==> src/rtl/lmd_pkg.sv <==
package lmd_pkg;
   localparam int LUMA_W = 8;
   localparam int SUM_W  = 16;
   localparam int THR_W  = 5;

   typedef struct packed {
      logic       moved;
      logic [6:0] mag;
   } lmd_rec_t;

   function automatic logic [7:0] abs_diff(input logic [7:0] a, input logic [7:0] b);
      return (a >= b) ? (a - b) : (b - a);
   endfunction

   function automatic logic [6:0] sat7(input logic [7:0] d);
      return d[7] ? 7'h7f : d[6:0];
   endfunction
endpackage

==> src/rtl/lmd_scan.sv <==
module lmd_scan #(
   parameter int FRAME_W = 32,
   parameter int FRAME_H = 32
) (
   input  logic                               clk,
   input  logic                               rst_n,
   input  logic                               blk8,
   input  logic                               pix_valid,
   input  logic                               pix_sof,
   input  logic                               pix_sol,
   output logic                               row_done,
   output logic                               frame_end,
   output logic                               fresh,
   output logic [$clog2(FRAME_W/8)-1:0]       blk_col,
   output logic [$clog2(FRAME_H/8)-1:0]       blk_row
);
   localparam int XW = $clog2(FRAME_W);
   localparam int YW = $clog2(FRAME_H);
   localparam int CW = $clog2(FRAME_W/8);
   localparam int RW = $clog2(FRAME_H/8);

   logic [XW-1:0] nx, cx;
   logic [YW-1:0] ny, cy;
   logic [3:0]    mask, in_x, in_y;
   logic          last_x, last_y;

   always_comb begin
      mask   = blk8 ? 4'd7 : 4'd15;
      cx     = (pix_sof || pix_sol) ? '0 : nx;
      if (pix_sof)                   cy = '0;
      else if (pix_sol && nx != '0)  cy = ny + YW'(1);
      else                           cy = ny;
      in_x      = cx[3:0] & mask;
      in_y      = cy[3:0] & mask;
      last_x    = (cx == XW'(FRAME_W - 1));
      last_y    = (cy == YW'(FRAME_H - 1));
      row_done  = pix_valid && last_x && (in_y == mask);
      frame_end = row_done && last_y;
      fresh     = (in_x == 4'd0) && (in_y == 4'd0);
      blk_col   = blk8 ? CW'(cx >> 3) : CW'(cx >> 4);
      blk_row   = blk8 ? RW'(cy >> 3) : RW'(cy >> 4);
   end

   always_ff @(posedge clk or negedge rst_n) begin
      if (!rst_n) begin
         nx <= '0;
         ny <= '0;
      end else if (pix_valid) begin
         if (last_x) begin
            nx <= '0;
            ny <= last_y ? '0 : cy + YW'(1);
         end else begin
            nx <= cx + XW'(1);
            ny <= cy;
         end
      end
   end

   assert_row_in_frame_R2: assert property (@(posedge clk) disable iff (!rst_n)
      frame_end |-> row_done && (blk_row != '0 || FRAME_H <= 16));
endmodule

==> src/rtl/lmd_accum.sv <==
module lmd_accum
   import lmd_pkg::*;
#(
   parameter int NCOL = 4
) (
   input  logic                      clk,
   input  logic                      rst_n,
   input  logic                      pix_valid,
   input  logic                      fresh,
   input  logic [$clog2(NCOL)-1:0]   blk_col,
   input  logic [LUMA_W-1:0]         luma,
   output logic [SUM_W-1:0]          sums [NCOL]
);
   localparam int CW = $clog2(NCOL);

   for (genvar c = 0; c < NCOL; c++) begin : g_col
      logic [SUM_W-1:0] acc;
      always_ff @(posedge clk or negedge rst_n) begin
         if (!rst_n)
            acc <= '0;
         else if (pix_valid && blk_col == CW'(c))
            acc <= fresh ? SUM_W'(luma) : acc + SUM_W'(luma);
      end
      assign sums[c] = acc;
   end
endmodule

==> src/rtl/lmd_emit.sv <==
module lmd_emit
   import lmd_pkg::*;
#(
   parameter int NCOL = 4,
   parameter int NROW = 4
) (
   input  logic                      clk,
   input  logic                      rst_n,
   input  logic                      start,
   input  logic                      start_last,
   input  logic [$clog2(NROW)-1:0]   start_row,
   input  logic                      blk8,
   input  logic                      flag_only,
   input  logic [THR_W-1:0]          thresh,
   input  logic                      act,
   input  logic                      first,
   input  logic [SUM_W-1:0]          sums [NCOL],
   output logic                      rec_valid,
   output logic [7:0]                rec_data,
   output logic                      pass_done
);
   localparam int CW    = $clog2(NCOL);
   localparam int RW    = $clog2(NROW);
   localparam int DEPTH = NCOL * NROW;
   localparam int AW    = $clog2(DEPTH);

   logic             busy, last_q;
   logic [CW-1:0]    col, last_col;
   logic [RW-1:0]    row_q;
   logic             e_blk8, e_flag, e_act, e_first;
   logic [THR_W-1:0] e_thr;
   logic [SUM_W-1:0] sel;
   logic [7:0]       mean, prev, diff;
   logic [AW-1:0]    idx;
   logic [7:0]       mem [DEPTH];
   lmd_rec_t         rec;

   always_comb begin
      last_col = e_blk8 ? CW'(NCOL - 1) : CW'(NCOL/2 - 1);
      sel      = sums[col];
      mean     = e_blk8 ? sel[13:6] : sel[15:8];
      idx      = AW'(int'(row_q) * NCOL + int'(col));
      prev     = mem[idx];
      diff     = abs_diff(mean, prev);
      rec.moved = (diff[7:3] > e_thr);
      rec.mag   = e_flag ? 7'd0 : sat7(diff);
   end

   always_ff @(posedge clk or negedge rst_n) begin
      if (!rst_n) begin
         busy <= 1'b0; col <= '0; row_q <= '0; last_q <= 1'b0;
         e_blk8 <= 1'b0; e_flag <= 1'b0; e_act <= 1'b0; e_first <= 1'b0; e_thr <= '0;
      end else if (start) begin
         busy <= 1'b1; col <= '0; row_q <= start_row; last_q <= start_last;
         e_blk8 <= blk8; e_flag <= flag_only; e_act <= act; e_first <= first; e_thr <= thresh;
      end else if (busy) begin
         if (col == last_col) busy <= 1'b0;
         else                 col  <= col + CW'(1);
      end
   end

   always_ff @(posedge clk) begin
      if (busy && e_act) mem[idx] <= mean;
   end

   always_ff @(posedge clk or negedge rst_n) begin
      if (!rst_n) begin
         rec_valid <= 1'b0;
         rec_data  <= '0;
         pass_done <= 1'b0;
      end else begin
         rec_valid <= busy && e_act;
         rec_data  <= e_first ? 8'd0 : rec;
         pass_done <= busy && e_act && last_q && (col == last_col);
      end
   end

   assert_first_zero_R6: assert property (@(posedge clk) disable iff (!rst_n)
      rec_valid && e_first |-> rec_data == 8'd0);
   assert_flag_only_R4: assert property (@(posedge clk) disable iff (!rst_n)
      rec_valid && e_flag |-> rec_data[6:0] == 7'd0);
   assert_small_diff_R3: assert property (@(posedge clk) disable iff (!rst_n)
      rec_valid && !e_flag && rec_data[6:0] < 7'd8 |-> !rec_data[7]);
   assert_col_range_R2: assert property (@(posedge clk) disable iff (!rst_n)
      busy |-> col <= last_col);
endmodule

==> src/rtl/luma_motion_detector.sv <==
module luma_motion_detector
   import lmd_pkg::*;
#(
   parameter int FRAME_W = 32,
   parameter int FRAME_H = 32
) (
   input  logic       clk,
   input  logic       rst_n,
   input  logic       md_en,
   input  logic       cfg_blk8,
   input  logic       cfg_flag_only,
   input  logic [1:0] cfg_every,
   input  logic [4:0] cfg_thresh,
   input  logic       pix_valid,
   input  logic       pix_sof,
   input  logic       pix_sol,
   input  logic [7:0] pix_luma,
   input  logic       done_clr,
   output logic       rec_valid,
   output logic [7:0] rec_data,
   output logic       done_pulse,
   output logic       done_flag
);
   localparam int NCOL = FRAME_W / 8;
   localparam int NROW = FRAME_H / 8;
   localparam int CW   = $clog2(NCOL);
   localparam int RW   = $clog2(NROW);

   if (FRAME_W % 16 != 0 || FRAME_H % 16 != 0 || FRAME_W < 16 || FRAME_H < 16) begin : g_bad_geom
      $error("frame width and height must be non-zero multiples of 16");
   end

   logic             f_blk8, f_flag, f_act, f_first, primed;
   logic [THR_W-1:0] f_thr;
   logic [1:0]       cnt;
   logic             row_done, frame_end, fresh, pass_done;
   logic [CW-1:0]    blk_col;
   logic [RW-1:0]    blk_row;
   logic [SUM_W-1:0] sums [NCOL];

   always_ff @(posedge clk or negedge rst_n) begin
      if (!rst_n) begin
         f_blk8 <= 1'b0; f_flag <= 1'b0; f_act <= 1'b0; f_first <= 1'b0;
         f_thr <= '0; cnt <= '0; primed <= 1'b0;
      end else begin
         if (!md_en) begin
            cnt    <= '0;
            primed <= 1'b0;
         end
         if (pix_valid && pix_sof) begin
            f_blk8 <= cfg_blk8;
            f_flag <= cfg_flag_only;
            f_thr  <= cfg_thresh;
            if (md_en) begin
               f_act   <= (cnt == 2'd0);
               f_first <= !primed;
               if (cnt == 2'd0) primed <= 1'b1;
               cnt <= (cnt == cfg_every) ? 2'd0 : cnt + 2'd1;
            end else begin
               f_act <= 1'b0;
            end
         end
      end
   end

   lmd_scan #(.FRAME_W(FRAME_W), .FRAME_H(FRAME_H)) i_scan (
      .clk(clk), .rst_n(rst_n), .blk8(f_blk8), .pix_valid(pix_valid),
      .pix_sof(pix_sof), .pix_sol(pix_sol), .row_done(row_done),
      .frame_end(frame_end), .fresh(fresh), .blk_col(blk_col), .blk_row(blk_row));

   lmd_accum #(.NCOL(NCOL)) i_accum (
      .clk(clk), .rst_n(rst_n), .pix_valid(pix_valid), .fresh(fresh),
      .blk_col(blk_col), .luma(pix_luma), .sums(sums));

   lmd_emit #(.NCOL(NCOL), .NROW(NROW)) i_emit (
      .clk(clk), .rst_n(rst_n), .start(row_done), .start_last(frame_end),
      .start_row(blk_row), .blk8(f_blk8), .flag_only(f_flag), .thresh(f_thr),
      .act(f_act), .first(f_first), .sums(sums), .rec_valid(rec_valid),
      .rec_data(rec_data), .pass_done(pass_done));

   always_ff @(posedge clk or negedge rst_n) begin
      if (!rst_n)         done_flag <= 1'b0;
      else if (pass_done) done_flag <= 1'b1;
      else if (done_clr)  done_flag <= 1'b0;
   end
   assign done_pulse = pass_done;

   assert_skip_frame_R5: assert property (@(posedge clk) disable iff (!rst_n)
      pix_valid && pix_sof && md_en && cnt != 2'd0 |=> !f_act);
   assert_done_hold_R8: assert property (@(posedge clk) disable iff (!rst_n)
      done_flag && !done_clr |=> done_flag);
   assert_done_clear_R8: assert property (@(posedge clk) disable iff (!rst_n)
      done_flag && done_clr && !done_pulse |=> !done_flag);
   assert_pulse_sets_R8: assert property (@(posedge clk) disable iff (!rst_n)
      done_pulse |=> done_flag);
endmodule

==> config.mk <==
export PLATFORM = sky130hd
export DESIGN_NAME = luma_motion_detector
export DESIGN_NICKNAME = d
export VERILOG_FILES = /design/src/rtl/lmd_pkg.sv /design/src/rtl/lmd_scan.sv /design/src/rtl/lmd_accum.sv /design/src/rtl/lmd_emit.sv /design/src/rtl/luma_motion_detector.sv
export SDC_FILE = /design/constraint.sdc
export NUM_CORES = 1
export LEC_CHECK = 0
export BUFFER_PORTS_ARGS = -buffer_cell sky130_fd_sc_hd__buf_2
export CORE_MARGIN = 1
export CORE_UTILIZATION = 55
export CTS_CLUSTER_DIAMETER = 40
export CTS_CLUSTER_SIZE = 25
export DETAILED_ROUTE_END_ITERATION = 6
export PLACE_DENSITY = 0.82
export SETUP_SLACK_MARGIN = 0.2
export SYNTH_ARGS = -nofsm -noshare
export SYNTH_HDL_FRONTEND = slang
export SYNTH_SLANG_ARGS = --single-unit
==> constraint.sdc <==
create_clock -name clk -period 5.2 [get_ports clk]
set_input_delay 0 -clock clk [delete_from_list [all_inputs] [get_ports clk]]
set_output_delay 0 -clock clk [all_outputs]
set_load 0.005 [all_outputs]
==> results.yml, run 1 <==
status:
  outcome: "finished, final reports clean"
power_and_ir_drop:
  ir_worst_vdd_v: 0.000229
  p_leak_nw: 5.91
  power.density_nw_per_um2: 346
sta:
  slew_viol_final: 0
  rsz0062_at_grt: "no"
  setup_tns_ns: 0
  tightest_slew_ns: 1.09
  setup_ws_ns: 0.413
  hold_violations: 0
  period_share_pct: 92.1
  fin_hold_ws_ns: 0.0490
  max_freq_mhz: 209
  slew_headroom_pct: 26.9
  finalClockSkew_ns: 0.0287
  finalCriticalPeriod_ns: 4.79
  setup_viol: 0
synthesis:
  synthArstFlopShare_pct: 46.7
  yosys_warnings: 0
  ys.flop_type: "edfxtp_1"
  synth-seq-cells: 240
  syn_area_um2: 13000
  synthDistinctLibCells: 76
  syn_avg_cell_area_um2: 11.9
  synth_edf_count: 128
  syn_inst: 1093
  postSynthNetCount: 1187
  seq_area_frac_synth_pct: 51.0
final_layout:
  layout_commonest_cell: "edfxtp_1"
  drive_gt1_share_pct: 16.9
  final_cell_mix: "edfxtp_1, dfrtp_1, nand2_1"
  syn_to_final_growth_pct: 14.9
  final_nets: 1244
  diodes: 0
worst_setup_path:
  reg2reg_slack_ns: 0.41
  worstPathRequired_ns: 5.58
  reg2reg_from: "i_emit.col[0]"
  crit_arrival_ns: 5.16
  crit_chain: "buf_16, mux4_2, mux4_2, ha_1, nand3_1, a31oi_2, nor2_2, or3b_1, and3_1, nor2_1, ha_1, o21a_1, o21ai_0, nand2b_1, a21oi_1, a311oi_1"
  critPathKind: "reg -> reg"
  crit_fanout: 19
  start_kind: "flop"
  endpoint_kind: "flop"
  r2r_cells: 16
  worst_path_dominant_cell_family: "multiplexers"
  critPathBufInv: 1
  critPathMaxStageDelay_ns: 0.59
  slowest_stage: "dfrtp_4"
  worstReg2RegEnd: "i_emit.rec_data[7]"
global_routing:
  gr-usage-all-layers_pct: 27.1
  antenna_found_initial: 0
  grt_pass1_wl_mm: 50.5
  gr-total-overflow: 0
  grt_pass1_vias: 9372
  grt_max_degree: 58
floorplan:
  core_um2: 22900
  fp.dieH_um: 156
  rows: 55
  start_util_pct: 56.9
  ios: 35
  dieArea_um2: 24300
  die_w_um: 156
routing:
  drt-total-wl_mm: 32.5
  dr_wl_met2_mm: 16.3
  ant_nets: 0
  dr.max_layer_used: "met4"
  drt_pre_antenna_iters: 5
  drtIter0Drc: 891
  avgRoutedWirePerCell_um: 21.9
  wl_met3_mm: 2.25
  wl_met1_mm: 12.5
  drc_errors: 0
  vias: 9464
  viasPerCell: 6.36
clock_tree:
  cts-root-buf: "clkbuf_16"
  cts_tree: "built"
  worstSkewPairLatency_ns: 0.52
  cts_sinks: 240
  clk_path_buf_depth: 3
  cts.htree.levels: 2
  path_clk_slew_ns: 0.05
  cts_inserted_buffers: 34
place:
  dpl.hpwl_mm: 20.4
  port_buffers: 34
  place.gp.congestion: 0.874
  post-place-ws_ns: 0.381
hold_path:
  hold_start: "pix_sol"
  min-delay-path-class: "in -> reg"
  min_path_cells: 4
  hold_end: "i_scan.nx[2]"
job:
  max_cap_viol_count: 0
[per-layer routing]
| layer | vias up | global-route usage (%) |
|---|---|---|
| li1 | 4223 | - |
| met1 | 4646 | 34.0 |
| met2 | 476 | 46.5 |
| met3 | 119 | 4.72 |
| met4 | 0 | 11.0 |
| met5 | - | 0 |
[worst register-to-register path: cells and delay by family, from the launching register on]
kind                     cells  cell delay [ns]
adder cells (fa/ha/maj)      2             0.74
flip-flops                   1             0.59
buffers and inverters        1             0.24
multiplexers                 2             1.14
AO/OA/AOI/OAI                5             0.83
AND/OR/NAND/NOR              6             1.13
[layout make-up]
type                       count  area, um2
fill                        1630       7950
sequential                   240       6650
multi-input combinational    740       5940
clock buffer                  41        928
timing repair buffer          69        541
tap                          313        392
clock inverter                20        269
inverter                      65        244
[registers in the layout, summed over array words and instances, names as in the netlist, 2 cells and up]
signal and cells:
i_accum.g_col.acc 64, i_scan.nx 5, i_scan.ny 5, i_emit.rec_data 8, i_emit.mem 128, i_emit.row_q 2
f_thr 5, cnt 2, i_emit.col 2, i_emit.e_thr 5
[power breakdown]
part | switching [mW] | internal [mW]
clock | 0.914 | 1.50
combinational | 0.351 | 0.271
sequential | 0.0810 | 2.06
[cells by family after synthesis]
logic type	synth area share (%)
AOI/OAI and AO/OA	13.3
xor gates and xnor gates	1.75
adders and majority gates	7.07
buffers and inverters	3.53
DFF	51.0
muxes	12.1
and+or+nand+nor	11.2
[through the flow]
step	instance area, um2	power [mW]	util, %	instances
5_1_grt	15000	5.37	65.3	1488
3_3_place_gp	13500	2.76	58.8	1400
4_1_cts	14900	5.20	65.0	1483
2_1_floorplan	13000	2.62	-	1093
6_report	15000	5.18	65.3	1488
3_5_place_dp	13500	2.78	58.8	1400
[worst max-delay path by stage]
stage	startpoint	to	slack, ns	depth (start not counted)
5_1_grt	i_emit.col[0]	i_emit.rec_data[7]	0.24	16
3_3_place_gp	i_emit.col[0]	i_emit.rec_data[7]	0.64	16
4_1_cts	i_emit.col[0]	i_emit.rec_data[7]	0.30	16
3_5_place_dp	i_emit.col[0]	i_emit.rec_data[7]	0.38	16
2_1_floorplan	i_emit.col[0]	i_emit.rec_data[7]	0.55	20
6_report	i_emit.col[0]	i_emit.rec_data[7]	0.41	16
[timing repair]
item                                    CTS  global route
hold endpoints to repair                101             0
hold buffers                             22             0
resized for setup                         0             6
endpoints found under the setup margin    0             1
buffers inserted                          0             4
[cell usage after synthesis, types with 5 or more instances]
| cell | instances | area [um2] |
|---|---|---|
| or3_1 | 6 | 37.5 |
| nand2b_1 | 7 | 43.8 |
| o21ai_0 | 48 | 240 |
| xnor2_1 | 19 | 166 |
| mux4_2 | 50 | 1130 |
| nor2b_1 | 8 | 50.1 |
| mux2_2 | 17 | 191 |
| mux2_1 | 6 | 67.6 |
| o22ai_1 | 5 | 31.3 |
| o211ai_1 | 18 | 135 |
| clkbuf_1 | 27 | 101 |
| fa_1 | 6 | 120 |
| or4b_1 | 5 | 50.1 |
| nor2_1 | 75 | 282 |
| xor2_1 | 7 | 61.3 |
| o21bai_1 | 5 | 37.5 |
| and3_1 | 13 | 81.3 |
| o21ai_1 | 6 | 30.0 |
| mux2i_1 | 19 | 190 |
| or4_1 | 6 | 45.0 |
| o31ai_1 | 14 | 105 |
| inv_1 | 65 | 244 |
| nor3_1 | 12 | 60.1 |
| a21oi_1 | 51 | 255 |
| nand4_1 | 5 | 31.3 |
| a21o_1 | 16 | 120 |
| a211oi_1 | 8 | 60.1 |
| o21a_1 | 13 | 97.6 |
| ha_1 | 64 | 801 |
| a22o_1 | 5 | 43.8 |
| buf_2 | 14 | 70.1 |
| nand2_1 | 84 | 315 |
| dfrtp_1 | 112 | 2800 |
| edfxtp_1 | 128 | 3840 |
| a31oi_1 | 26 | 163 |
| and2_0 | 6 | 37.5 |
| nand3_1 | 23 | 115 |
| and2_1 | 21 | 131 |
| nor3b_1 | 5 | 37.5 |
(Power assumes the default switching activity.)
==> inputs of run 2 (changes only) <==
--- a/config.mk
+++ b/config.mk
@@ -12,6 +12,7 @@
 export CTS_CLUSTER_SIZE = 25
 export DETAILED_ROUTE_END_ITERATION = 6
 export PLACE_DENSITY = 0.82
+export REMOVE_ABC_BUFFERS = 1
 export SETUP_SLACK_MARGIN = 0.2
 export SYNTH_ARGS = -nofsm -noshare
 export SYNTH_HDL_FRONTEND = slang
==> results.yml, run 2 (synthesis gave the netlist of run 1 again) <==
clock_tree:
  cts_tree: "built"
  path_clk_slew_ns: 0.05
  cts_sinks: 240
  worstSkewPairLatency_ns: 0.53
  cts-root-buf: "clkbuf_16"
  cts.htree.levels: 2
  cts_inserted_buffers: 35
  clk_path_buf_depth: 3
power_and_ir_drop:
  totalPowerFinal_mw: 5.36
  p_leak_nw: 5.94
  power.density_nw_per_um2: 357
  ir_worst_vdd_v: 0.000268
routing:
  avgRoutedWirePerCell_um: 20.6
  drt-total-wl_mm: 30.7
  drc_errors: 0
  vias: 9244
  drtIter0Drc: 797
  drt_pre_antenna_iters: 6
  ant_nets: 0
  viasPerCell: 6.20
final_layout:
  final_cell_mix: "edfxtp_1, dfrtp_1, nand2_1"
  largest_reg_flops: 128
  final_nets: 1245
  diodes: 0
  syn_to_final_growth_pct: 15.3
  regMostFlops: "i_emit.mem"
  layout_commonest_cell: "edfxtp_1"
  layout.cells.non_filler: 1491
  drive_gt1_share_pct: 16.9
  largestRegisters: "i_emit.mem (128), i_accum.g_col.acc (64), i_emit.rec_data (8)"
floorplan:
  rows: 55
  die_w_um: 156
  core_um2: 22900
  dieArea_um2: 24300
  fp.dieH_um: 156
  start_util_pct: 56.9
  ios: 35
global_routing:
  gr-usage-all-layers_pct: 26.8
  grt_pass1_wl_mm: 50.2
  grtUsageMet3_pct: 4.47
  grt_pass1_vias: 9483
  antenna_found_initial: 0
  gr-total-overflow: 0
  grt_max_degree: 81
  use_met2_pct: 44.6
  grtUsageMet1_pct: 34.9
  busiest_layer: "met2"
place:
  dpl.hpwl_mm: 19.7
  post-place-ws_ns: 0.512
  port_buffers: 34
  place.gp.congestion: 0.902
  dpl.cell_count: 1405
worst_setup_path:
  r2r_cells: 16
  critPathKind: "reg -> reg"
  endpoint_kind: "flop"
  crit_arrival_ns: 5.10
  reg2reg_slack_ns: 0.48
  worstReg2RegEnd: "i_emit.rec_data[7]"
  crit_fanout: 17
  worstPathRequired_ns: 5.59
  start_kind: "flop"
  reg2reg_from: "i_emit.col[0]"
sta:
  period_share_pct: 90.7
  tightest_slew_ns: 1.06
  slew_viol_final: 0
  finalCriticalPeriod_ns: 4.72
  hold_violations: 0
  setup_ws_ns: 0.484
  slew_headroom_pct: 29.4
  max_freq_mhz: 212
  setup_tns_ns: 0
  rsz0062_at_grt: "no"
  setup_viol: 0
  finalClockSkew_ns: 0.0295
job:
  max_cap_viol_count: 0
status:
  outcome: "finished, final reports clean"
hold_path:
  hold_end: "cnt[0]"
  min_path_cells: 6
  min-delay-path-class: "in -> reg"
  hold_start: "cfg_every[1]"
## run 2: metrics by stage
| step | hold WS, ns | instance area (um2) | utilization [%] |
|---|---|---|---|
| final | 0.0281 | 15000 | 65.6 |
| after CTS | 0.0220 | 15000 | 65.6 |
| after detailed placement | 0.235 | 13500 | 59.0 |
| after floorplan | -0.296 | 12800 | - |
| after global routing | 0.0826 | 15000 | 65.6 |
| after global placement | 0.233 | 13500 | 59.0 |
## run 2: area by class of cell
| type | instances | area (um2) |
|---|---|---|
| clock inverter | 25 | 358 |
| tap | 313 | 392 |
| clock buffer | 39 | 933 |
| multi-input combinational | 740 | 5940 |
| sequential | 240 | 6650 |
| inverter | 65 | 244 |
| fill | 1611 | 7880 |
| timing repair buffer | 69 | 515 |
## run 2: worst max path at each step
stage / end / from / cells after the start / slack (ns)
after floorplan: i_emit.rec_data[7] / i_emit.col[0] / 15 / -0.17
after global placement: i_emit.rec_data[7] / i_emit.col[0] / 18 / 0.61
after detailed placement: i_emit.rec_data[7] / i_emit.col[0] / 18 / 0.51
after CTS: i_emit.rec_data[7] / i_emit.col[0] / 14 / 0.35
after global routing: i_emit.rec_data[7] / i_emit.col[0] / 14 / 0.20
final: i_emit.rec_data[7] / i_emit.col[0] / 16 / 0.48
## run 2: timing repair
| item | CTS | global route |
|---|---|---|
| hold buffers | 22 | 0 |
| resized for setup | 0 | 3 |
| hold endpoints to repair | 124 | 0 |
| setup endpoints to repair | 0 | 1 |
| setup buffers | 0 | 0 |
## run 2: power breakdown
part	leakage (nW)	total [mW]	switching, mW	internal, mW
Clock	0.621	2.59	0.923	1.67
Combinational	2.96	0.625	0.352	0.273
Sequential	2.36	2.15	0.0819	2.06
## run 2: worst max-delay path, stage by stage (launching register included)
cell	delay [ns]
dfrtp_4	0.63
mux4_2	0.56
mux2i_1	0.30
inv_1	0.30
ha_1	0.53
nand4_1	0.20
a31oi_1	0.39
nor2_4	0.12
or3b_1	0.38
and3_1	0.21
nor2_1	0.12
ha_1	0.25
o21a_1	0.10
o21ai_0	0.15
nand2b_1	0.09
a21oi_1	0.17
a311oi_1	0.07
## run 2: per-layer routing
layer | up-vias | share of wire (%)
met5 | - | 0
met4 | 0 | 3.2
met3 | 82 | 6.2
met2 | 336 | 49
met1 | 4596 | 41
li1 | 4230 | -
